[config.mk]
export PLATFORM = sky130hd
export DESIGN_NAME = gpio_chan
export DESIGN_NICKNAME = d
export VERILOG_FILES = /design/src/rtl/gpio_chan_pkg.sv /design/src/rtl/gpio_chan_sync.sv /design/src/rtl/gpio_chan_trig.sv /design/src/rtl/gpio_chan_irq.sv /design/src/rtl/gpio_chan.sv
export SDC_FILE = /design/constraint.sdc
export NUM_CORES = 1
export LEC_CHECK = 0
export BUFFER_PORTS_ARGS = -buffer_cell sky130_fd_sc_hd__buf_2
export CAP_MARGIN = 20
export CORE_MARGIN = 4
export CORE_UTILIZATION = 24
export CTS_BUF_LIST = sky130_fd_sc_hd__clkbuf_4 sky130_fd_sc_hd__clkbuf_8
export CTS_CLUSTER_SIZE = 24
export DETAILED_ROUTE_END_ITERATION = 10
export GPL_TIMING_DRIVEN = 1
export SLEW_MARGIN = 20
export SYNTH_ARGS = -nofsm -noshare
export SYNTH_HDL_FRONTEND = slang
export SYNTH_HIERARCHICAL = 1
export SYNTH_SLANG_ARGS = --single-unit
[constraint.sdc]
create_clock -name clk -period 3.54 [get_ports clk]
set_input_delay 0.177 -clock clk [delete_from_list [all_inputs] [get_ports clk]]
set_output_delay 0.177 -clock clk [all_outputs]
set_load 0.01 [all_outputs]
[src/rtl/gpio_chan_pkg.sv]
package gpio_chan_pkg;

    localparam int DW = 32;
    localparam int AW = 4;

    typedef enum logic [AW-1:0] {
        RG_ENABLE  = 4'd0,
        RG_STATUS  = 4'd1,
        RG_DISPLAY = 4'd2,
        RG_CLEAR   = 4'd3,
        RG_MSET    = 4'd4,
        RG_MCLR    = 4'd5,
        RG_OUT     = 4'd6,
        RG_IN      = 4'd7,
        RG_DIR     = 4'd8,
        RG_MODE0   = 4'd9,
        RG_MODE1   = 4'd10,
        RG_RSVD    = 4'd11
    } reg_idx_e;

    typedef enum logic [2:0] {
        TRG_FALL = 3'd0,
        TRG_RISE = 3'd1,
        TRG_LOW  = 3'd2,
        TRG_HIGH = 3'd3,
        TRG_BOTH = 3'd4
    } trig_e;

    typedef struct packed {
        logic lvl;
        logic rise;
        logic fall;
    } pin_obs_t;

    function automatic logic trig_hit(logic [2:0] mode, pin_obs_t o);
        logic h;
        case (mode)
            TRG_FALL: h = o.fall;
            TRG_RISE: h = o.rise;
            TRG_LOW:  h = ~o.lvl;
            TRG_HIGH: h = o.lvl;
            TRG_BOTH: h = o.rise | o.fall;
            default:  h = 1'b0;
        endcase
        return h;
    endfunction

endpackage

[src/rtl/gpio_chan_sync.sv]
module gpio_chan_sync
    import gpio_chan_pkg::*;
#(
    parameter int NPINS = 16
) (
    input  logic                       clk,
    input  logic                       rst,
    input  logic [NPINS-1:0]           pin_in,
    output logic [NPINS-1:0]           level,
    output pin_obs_t [NPINS-1:0]       obs
);

    for (genvar p = 0; p < NPINS; p++) begin : g_pin
        logic s1_q, s2_q, prev_q;
        always_ff @(posedge clk) begin
            if (rst) begin
                s1_q   <= 1'b0;
                s2_q   <= 1'b0;
                prev_q <= 1'b0;
            end else begin
                s1_q   <= pin_in[p];
                s2_q   <= s1_q;
                prev_q <= s2_q;
            end
        end
        assign level[p]    = s2_q;
        assign obs[p].lvl  = s2_q;
        assign obs[p].rise = s2_q & ~prev_q;
        assign obs[p].fall = ~s2_q & prev_q;
    end

endmodule

[src/rtl/gpio_chan_trig.sv]
module gpio_chan_trig
    import gpio_chan_pkg::*;
#(
    parameter int NPINS = 16
) (
    input  logic [NPINS-1:0][2:0]      mode,
    input  pin_obs_t [NPINS-1:0]       obs,
    output logic [NPINS-1:0]           hit
);

    for (genvar p = 0; p < NPINS; p++) begin : g_pin
        assign hit[p] = trig_hit(mode[p], obs[p]);
    end

endmodule

[src/rtl/gpio_chan_irq.sv]
module gpio_chan_irq #(
    parameter int NPINS = 16
) (
    input  logic             clk,
    input  logic             rst,
    input  logic [NPINS-1:0] hit,
    input  logic [NPINS-1:0] en,
    input  logic             clr_we,
    input  logic             mset_we,
    input  logic             mclr_we,
    input  logic [NPINS-1:0] wdata,
    output logic [NPINS-1:0] sts,
    output logic [NPINS-1:0] msk,
    output logic [NPINS-1:0] disp,
    output logic             irq
);

    logic [NPINS-1:0] clr_bits;
    assign clr_bits = clr_we ? wdata : '0;

    always_ff @(posedge clk) begin
        if (rst) begin
            sts <= '0;
        end else begin
            sts <= (sts | (hit & en)) & ~clr_bits;
        end
    end

    always_ff @(posedge clk) begin
        if (rst) begin
            msk <= '0;
        end else if (mset_we) begin
            msk <= msk | wdata;
        end else if (mclr_we) begin
            msk <= msk & ~wdata;
        end
    end

    assign disp = sts & ~msk;
    assign irq  = |disp;

endmodule

[src/rtl/gpio_chan.sv]
module gpio_chan
    import gpio_chan_pkg::*;
#(
    parameter int NPINS = 16
) (
    input  logic             clk,
    input  logic             rst,
    input  logic             soft_rst,
    input  logic [3:0]       addr,
    input  logic             wr_en,
    input  logic [31:0]      wr_data,
    output logic [31:0]      rd_data,
    input  logic [NPINS-1:0] pin_in,
    output logic [NPINS-1:0] pin_out,
    output logic [NPINS-1:0] pin_oe,
    output logic             irq
);

    localparam int FIELD = 4;
    localparam int LOW_PINS = 8;

    logic rst_all;
    assign rst_all = rst | soft_rst;

    logic [NPINS-1:0]      en_q, out_q, dir_q;
    logic [NPINS-1:0][2:0] mode_vec;
    logic [NPINS-1:0]      level, hit, sts_vec, msk_vec, disp_vec;
    pin_obs_t [NPINS-1:0]  obs;
    logic [NPINS-1:0]      wd;
    logic                  unused_wbits;

    assign wd           = wr_data[NPINS-1:0];
    assign unused_wbits = ^wr_data;

    always_ff @(posedge clk) begin
        if (rst_all) begin
            en_q  <= '0;
            out_q <= '0;
            dir_q <= '0;
        end else if (wr_en) begin
            if (addr == RG_ENABLE) en_q  <= wd;
            if (addr == RG_OUT)    out_q <= wd;
            if (addr == RG_DIR)    dir_q <= wd;
        end
    end

    for (genvar p = 0; p < NPINS; p++) begin : g_mode
        localparam logic [3:0] WORD = (p < LOW_PINS) ? RG_MODE0 : RG_MODE1;
        localparam int LSB = (p < LOW_PINS) ? FIELD * p : FIELD * (p - LOW_PINS);
        logic [2:0] m_q;
        always_ff @(posedge clk) begin
            if (rst_all) begin
                m_q <= '0;
            end else if (wr_en && addr == WORD) begin
                m_q <= wr_data[LSB +: 3];
            end
        end
        assign mode_vec[p] = m_q;
    end

    gpio_chan_sync #(.NPINS(NPINS)) sync_i (
        .clk    (clk),
        .rst    (rst_all),
        .pin_in (pin_in),
        .level  (level),
        .obs    (obs)
    );

    gpio_chan_trig #(.NPINS(NPINS)) trig_i (
        .mode (mode_vec),
        .obs  (obs),
        .hit  (hit)
    );

    gpio_chan_irq #(.NPINS(NPINS)) irq_i (
        .clk     (clk),
        .rst     (rst_all),
        .hit     (hit),
        .en      (en_q),
        .clr_we  (wr_en && addr == RG_CLEAR),
        .mset_we (wr_en && addr == RG_MSET),
        .mclr_we (wr_en && addr == RG_MCLR),
        .wdata   (wd),
        .sts     (sts_vec),
        .msk     (msk_vec),
        .disp    (disp_vec),
        .irq     (irq)
    );

    function automatic logic [DW-1:0] zx(logic [NPINS-1:0] v);
        logic [DW-1:0] r;
        r = '0;
        r[NPINS-1:0] = v;
        return r;
    endfunction

    logic [DW-1:0] mode_w0, mode_w1;
    always_comb begin
        mode_w0 = '0;
        mode_w1 = '0;
        for (int p = 0; p < NPINS; p++) begin
            if (p < LOW_PINS) mode_w0[FIELD*p +: 3] = mode_vec[p];
            else              mode_w1[FIELD*(p-LOW_PINS) +: 3] = mode_vec[p];
        end
    end

    always_comb begin
        case (addr)
            RG_ENABLE:  rd_data = zx(en_q);
            RG_STATUS:  rd_data = zx(sts_vec);
            RG_DISPLAY: rd_data = zx(disp_vec);
            RG_MSET:    rd_data = zx(msk_vec);
            RG_MCLR:    rd_data = zx(msk_vec);
            RG_OUT:     rd_data = zx(out_q);
            RG_IN:      rd_data = zx(level);
            RG_DIR:     rd_data = zx(dir_q);
            RG_MODE0:   rd_data = mode_w0;
            RG_MODE1:   rd_data = mode_w1;
            default:    rd_data = '0;
        endcase
    end

    assign pin_out = out_q;
    assign pin_oe  = dir_q;

endmodule

Word level (Yosys, flattened, before mapping)
Cells that the tools add are included.
{ "classes": {"reduce_logical": 28, "eq_ne": 74, "bitwise_logic": 90, "n_mux": 20} }
{ "op_table": {"columns": ["cell", "count"], "rows": [
  ["one-hot mux 31 bit (9 select lines)", 1],
  ["== test 3 x 2 -> 1 bit (second input constant)", 32],
  ["one-hot mux 1 bit (5 select lines)", 16],
  ["AND 16 bit", 4],
  ["== test 3 x 1 -> 1 bit (second input constant)", 16],
  ["== test 3 bit (second input constant)", 16],
  ["logical NOT 3 bit", 16],
  ["two-way mux 16 bit", 3],
  ["inverter 16 bit", 3],
  ["AND 1 bit", 32],
  ["inverter 1 bit", 32],
  ["bitwise OR 16 bit", 2],
  ["bitwise OR 1 bit", 17],
  ["== test 4 x 3 -> 1 bit (second input constant)", 4],
  ["OR reduction 16 bit", 1],
  ["== test 4 bit (second input constant)", 3],
  ["== test 4 x 2 -> 1 bit (second input constant)", 2],
  ["AND reduction 2 bit", 3],
  ["logical AND 1 bit", 5],
  ["== test 4 x 1 -> 1 bit (second input constant)", 1],
  ["logical NOT 4 bit", 1],
  ["nonzero test 2 bit", 1],
  ["OR reduction 2 bit", 1]
]} }
{ "word_totals": {"inputBits": 56, "regBits": 176, "elab_cells": 281, "output_inout_bits": 65} }

Logic depth before layout (Yosys ltp)
{ "depth": {"depth_word": 7, "depth_mapped": 9, "depth_no_buf": 6} }

Modules after synthesis
Netlist, hierarchy kept.
{ "by_module_without_submodules": {"columns": ["module", "seq_area_each_um2", "n_inst", "area_per_inst_um2", "cells_per_inst"], "rows": [
  ["gpio_chan", 1921.8, 1, 4794.6, 636],
  ["gpio_chan_sync", 960.9, 1, 1745.4, 165],
  ["gpio_chan_irq", 640.6, 1, 1363.8, 142],
  ["gpio_chan_trig", 0.0, 1, 666.9, 96]
]} }

Least setup slack after synthesis
OpenSTA, ideal clock, no wires.
{ "synth_timing": {"kind": "input-to-reg", "from": "in addr[0]", "to": "reg irq_i.sts[10]", "slack_ps": 1950, "arrival_ps": 1466, "cell_stages": 8, "n_path_buf": 6, "path_cell_list": "buf_2 buf_2 buf_2 buf_2 and4_1 buf_2 buf_6 a211oi_2"} }
{ "synth_between": {"elab_chain_len": 5} }
{ "synth_rtl": {"columns": ["item", "line_no", "rtl"], "rows": [
  ["start: declaration", "gpio_chan.sv:9", "input logic [3:0] addr,"],
  ["== test 4 x 2 -> 1 bit", "gpio_chan.sv:80", ".clr_we (wr_en && addr == RG_CLEAR),"],
  ["logical AND 1 bit", "gpio_chan.sv:80", null],
  ["two-way mux 16 bit", "gpio_chan_irq.sv:19", "assign clr_bits = clr_we ? wdata : '0;"],
  ["inverter 16 bit", "gpio_chan_irq.sv:25", "sts <= (sts | (hit & en)) & ~clr_bits;"],
  ["AND 16 bit", "gpio_chan_irq.sv:25", null],
  ["end signal: assignment", "gpio_chan_irq.sv:25", null],
  ["end: declaration", "gpio_chan_irq.sv:12", "output logic [NPINS-1:0] sts,"]
]} }
Every way passes these cells.
A chain may end at the register's enable or synchronous reset.

Worst setup path after layout
{ "layout_timing": {"from": "in addr[1]", "to": "out rd_data[6]"} }
{ "layout_between": {"elab_chain_len": 3, "word_cells_on_any_way": 12, "cone_classes": "eq/ne: 9; mux: 1; reduce/logical: 2"} }
{ "layout_rtl": {"columns": ["item", "line_no", "rtl"], "rows": [
  ["== test 4 x 3 -> 1 bit", "gpio_chan.sv:108", "case (addr)"],
  ["OR reduction 2 bit (no line)", null, null],
  ["one-hot mux 31 bit (9 select lines) *", "gpio_chan.sv:108", null],
  ["end: declaration", "gpio_chan.sv:12", "output logic [31:0] rd_data,"]
]} }
Every way passes the cells marked *; elsewhere a longest branch is shown, timed or not.

==> impl_metrics.json <==
{
  "timing.reg2reg.setup_slack_ns": 2.00,
  "num_antenna_cells": 0,
  "cts_inserted_buffers": 17,
  "cts.sinks": 176,
  "timing.rr.end": "irq_i/sts[7]$_SDFF_PP0_",
  "final_gp_congestion": 0.905,
  "final_core_util_pct": 28.8,
  "hold_start": "wr_data[2]",
  "worst-path-max-fanout": 37,
  "drt-pass1-iter-count": 6,
  "finalSetupViolations": 0,
  "routed_wirelength_normalized_by_instance_count_um": 18.2,
  "antenna_found_initial": 0,
  "power.ir.vdd_worst_v": 0.000245,
  "die-height_um": 197,
  "numPlacedInstances": 1532,
  "worst_r2r_startpoint": "sync_i/g_pin[7].s2_q$_SDFF_PP0_",
  "yosys_warnings": 6,
  "ys_async_sr_fraction_pct": 0,
  "synth-adder-area-share_pct": 0,
  "rsz0062_at_grt": "false",
  "num_io_pins": 121,
  "netlist_area_um2": 8570,
  "finalNonFillerCells": 1601,
  "largest_family_of_logic_cells_by_synthesized_area": "simple AND/OR/NAND/NOR gates",
  "post_route_cells_drive_above_1_share_pct": 17.4,
  "critical_path_required_ns": 3.36,
  "timing_max_transition_violations_final": 0,
  "syn_inst": 1039,
  "clk_pin_slew_worst_paths_ns": 0.10,
  "top_flip_flop_cell_by_instance_count_after_synthesis": "sky130_fd_sc_hd__dfxtp_1",
  "worst_hold_depth": 2,
  "tritoncts": "yes",
  "die_width_um": 197,
  "power.density_nw_per_um2": 369,
  "drt_wl_total_mm": 29.2,
  "clkLatencyLatePin_ns": 0.49,
  "critical_path_class": "input port to output pin",
  "status": "finished, final reports clean",
  "critPathArrivalTime_ns": 2.53,
  "min_path_type": "input port to flop",
  "synth_edf_count": 0,
  "ys_seq_area_share_pct": 41.1,
  "synthXorXnorAreaFrac_pct": 3.27,
  "reg2regPathDepth": 5,
  "area_delta_synth_final_pct": 17.2,
  "initial_core_utilization_pct": 24.6,
  "drv_cap": 0,
  "detailedPlacementHpwl_mm": 20.8,
  "finalHoldViolations": 0,
  "vias_per_cell": 4.84,
  "numPortBuffers": 112,
  "synth.distinct_cells": 57,
  "grt_max_degree": 77,
  "rows": 68,
  "detailroute.via_count": 7747,
  "synth-seq-cells": 176,
  "post_synth.cell_area_avg_um2": 8.25,
  "slew_headroom_pct": 24.9,
  "drcViolationCount": 0,
  "synth_compound_gate_area_share_pct": 19.7,
  "drt_iter0_markers": 659,
  "simple_gate_share_of_the_synthesized_area_pct": 25.1,
  "fin_worst_hold_slack_ns": 0.0402,
  "timing.critical_path.to_type": "output pin",
  "library_cell_occupying_the_most_area_in_the_post_synthesis_netlist": "sky130_fd_sc_hd__dfxtp_1",
  "synth_mux_area_share_pct": 3.36,
  "synth.top_cell.area_share_pct": 41.1,
  "root_buf_cell": "sky130_fd_sc_hd__clkbuf_8",
  "synthTopCellsByArea": "sky130_fd_sc_hd__dfxtp_1 (41%), sky130_fd_sc_hd__nand2_1 (9.6%), sky130_fd_sc_hd__nor2b_1 (8.3%), sky130_fd_sc_hd__a21oi_1 (7.9%), sky130_fd_sc_hd__buf_4 (3.6%)",
  "core_area_um2": 34900,
  "die_area_um2": 38800,
  "worstSetupStartpointType": "input port",
  "fin_skew_ns": 0.0270,
  "leak_pwr_nw": 3.63,
  "layout.nets": 1189,
  "cts-root-to-sink-buffers": 2,
  "grt_first_pass_wirelength_mm": 43.7,
  "worst_slew_pin_slew_ns": 1.12,
  "route.antenna.remaining_nets": 0,
  "final.min_clock_period_ns": 2.71,
  "grt.overflow.total": 0,
  "period_share_pct": 76.4,
  "tns_ns": 0,
  "vias_in_the_first_global_route": 7208,
  "hold_path_sink": "irq_i/sts[2]$_SDFF_PP0_",
  "fillerInstances": 3735,
  "clock_tree.htree_level_count": 4,
  "grt.total_usage_pct": 14.7,
  "max_freq_ghz": 0.370
}
[worst max-delay path, cell delays in order]
cell and delay [ns]:
sky130_fd_sc_hd__buf_2 0.60, sky130_fd_sc_hd__nand2b_1 0.14, sky130_fd_sc_hd__nor2_1 0.87, sky130_fd_sc_hd__a22oi_1 0.32
sky130_fd_sc_hd__o211ai_1 0.22, sky130_fd_sc_hd__buf_2 0.17
[how the worst max path moves through the flow]
| stage | cells after the start | to | startpoint |
|---|---|---|---|
| after CTS | 6 | rd_data[6] | addr[1] |
| after floorplan | 8 | irq_i/sts[10]$_SDFF_PP0_ | addr[0] |
| after detailed placement | 6 | rd_data[6] | addr[1] |
| final | 6 | rd_data[6] | addr[1] |
| after global placement | 6 | rd_data[6] | addr[1] |
| after global routing | 6 | rd_data[6] | addr[1] |
[synth_stat cells (2+ instances only)]
| cell type | number |
|---|---|
| sky130_fd_sc_hd__nand2_1 | 220 |
| sky130_fd_sc_hd__dfxtp_1 | 176 |
| sky130_fd_sc_hd__a21oi_1 | 136 |
| sky130_fd_sc_hd__nor2b_1 | 114 |
| sky130_fd_sc_hd__buf_4 | 41 |
| sky130_fd_sc_hd__nor2_1 | 36 |
| sky130_fd_sc_hd__buf_2 | 33 |
| sky130_fd_sc_hd__a22oi_1 | 28 |
| sky130_fd_sc_hd__clkbuf_1 | 18 |
| sky130_fd_sc_hd__nand3b_1 | 18 |
| sky130_fd_sc_hd__xor2_1 | 17 |
| sky130_fd_sc_hd__o21ai_0 | 15 |
| sky130_fd_sc_hd__o21ai_1 | 15 |
| sky130_fd_sc_hd__xnor2_1 | 15 |
| sky130_fd_sc_hd__a22o_1 | 14 |
| sky130_fd_sc_hd__mux2i_1 | 13 |
| sky130_fd_sc_hd__a211oi_2 | 10 |
| sky130_fd_sc_hd__a32oi_1 | 10 |
| sky130_fd_sc_hd__mux2_2 | 8 |
| sky130_fd_sc_hd__nand3_1 | 8 |
| sky130_fd_sc_hd__a211oi_1 | 6 |
| sky130_fd_sc_hd__buf_6 | 6 |
| sky130_fd_sc_hd__inv_1 | 6 |
| sky130_fd_sc_hd__nand2b_1 | 6 |
| sky130_fd_sc_hd__o211ai_1 | 6 |
| sky130_fd_sc_hd__a221oi_1 | 4 |
| sky130_fd_sc_hd__nor2b_4 | 4 |
| sky130_fd_sc_hd__nor3_1 | 4 |
| sky130_fd_sc_hd__o22ai_1 | 4 |
| sky130_fd_sc_hd__a31oi_1 | 3 |
| sky130_fd_sc_hd__and2_1 | 3 |
| sky130_fd_sc_hd__and3_1 | 3 |
| sky130_fd_sc_hd__mux4_2 | 3 |
| sky130_fd_sc_hd__nor3b_1 | 3 |
| sky130_fd_sc_hd__nor4_1 | 3 |
| sky130_fd_sc_hd__a211o_1 | 2 |
| sky130_fd_sc_hd__a221o_1 | 2 |
| sky130_fd_sc_hd__a2bb2oi_1 | 2 |
| sky130_fd_sc_hd__a32o_1 | 2 |
| sky130_fd_sc_hd__nand4_1 | 2 |
| sky130_fd_sc_hd__o21a_1 | 2 |
| sky130_fd_sc_hd__o221ai_1 | 2 |
| sky130_fd_sc_hd__or2_2 | 2 |
[flip-flops by register name (all words and copies together), names as in the netlist, named ones only]
name	flops
g_mode.m_q	48
en_q	16
irq_i/sts	16
pin_oe	16
pin_out	16
sync_i/g_pin.prev_q	16
sync_i/g_pin.s1_q	16
sync_i/g_pin.s2_q	16
[repair_timing]
action                                 CTS  global route
hold buffers                            37             0
setup endpoints to repair                0             0
gates resized for setup                  0             0
endpoints found under the hold margin   72             0
buffers inserted                         0             0
[cells in the final DEF (no fill, tap or decap), drive strengths merged, types with 8 or more instances in the layout]
master,n
nand3,8
dfxtp,176
xor2,17
dlygate4sd3,37
a22o,14
a22oi,28
nand2,220
mux2,8
clkbuf,20
a32oi,10
inv,8
xnor2,15
nand3b,18
mux2i,13
buf,135
o21ai,30
a21oi,136
nor2b,118
nor2,37
a211oi,16
[metal layers]
layer,wire length [um],GRT usage (%),up-vias
met2,12400,21.4,358
li1,-,-,3703
met5,0,0,-
met1,13600,21.7,3663
met4,303,3.65,0
met3,2880,3.57,23
[cells by family (layout without fill, tap and decap cells)]
group,Yosys count,count (layout)
buf+inv,106,210
compound gates,266,266
other cells,1,4
xor+xnor,32,32
mux,24,24
flops,176,176
simple gates,434,434
[power breakdown]
part           switching [mW]  internal (mW)
Clock                   0.784          0.602
Combinational           0.197          0.110
Sequential             0.0152           2.00
[stage by stage]
stage	setup WS, ns	power [mW]	cell area, um^2
2_1_floorplan	1.95	2.21	8580
3_3_place_gp	0.982	2.33	9300
3_5_place_dp	0.949	2.33	9300
4_1_cts	0.954	3.74	10000
5_1_grt	0.771	3.86	10000
6_report	0.834	3.70	10000
[layout make-up]
cell class	instances	area, um^2	area share, %
Multi-Input combinational cell	760	4420	44.0
Sequential cell	176	3520	35.1
Timing Repair Buffer	172	1130	11.2
Tap cell	455	569	5.67
Clock buffer	20	269	2.68
Clock inverter	12	109	1.08
Inverter	6	22.5	0.224
(Power assumes the default switching activity.)
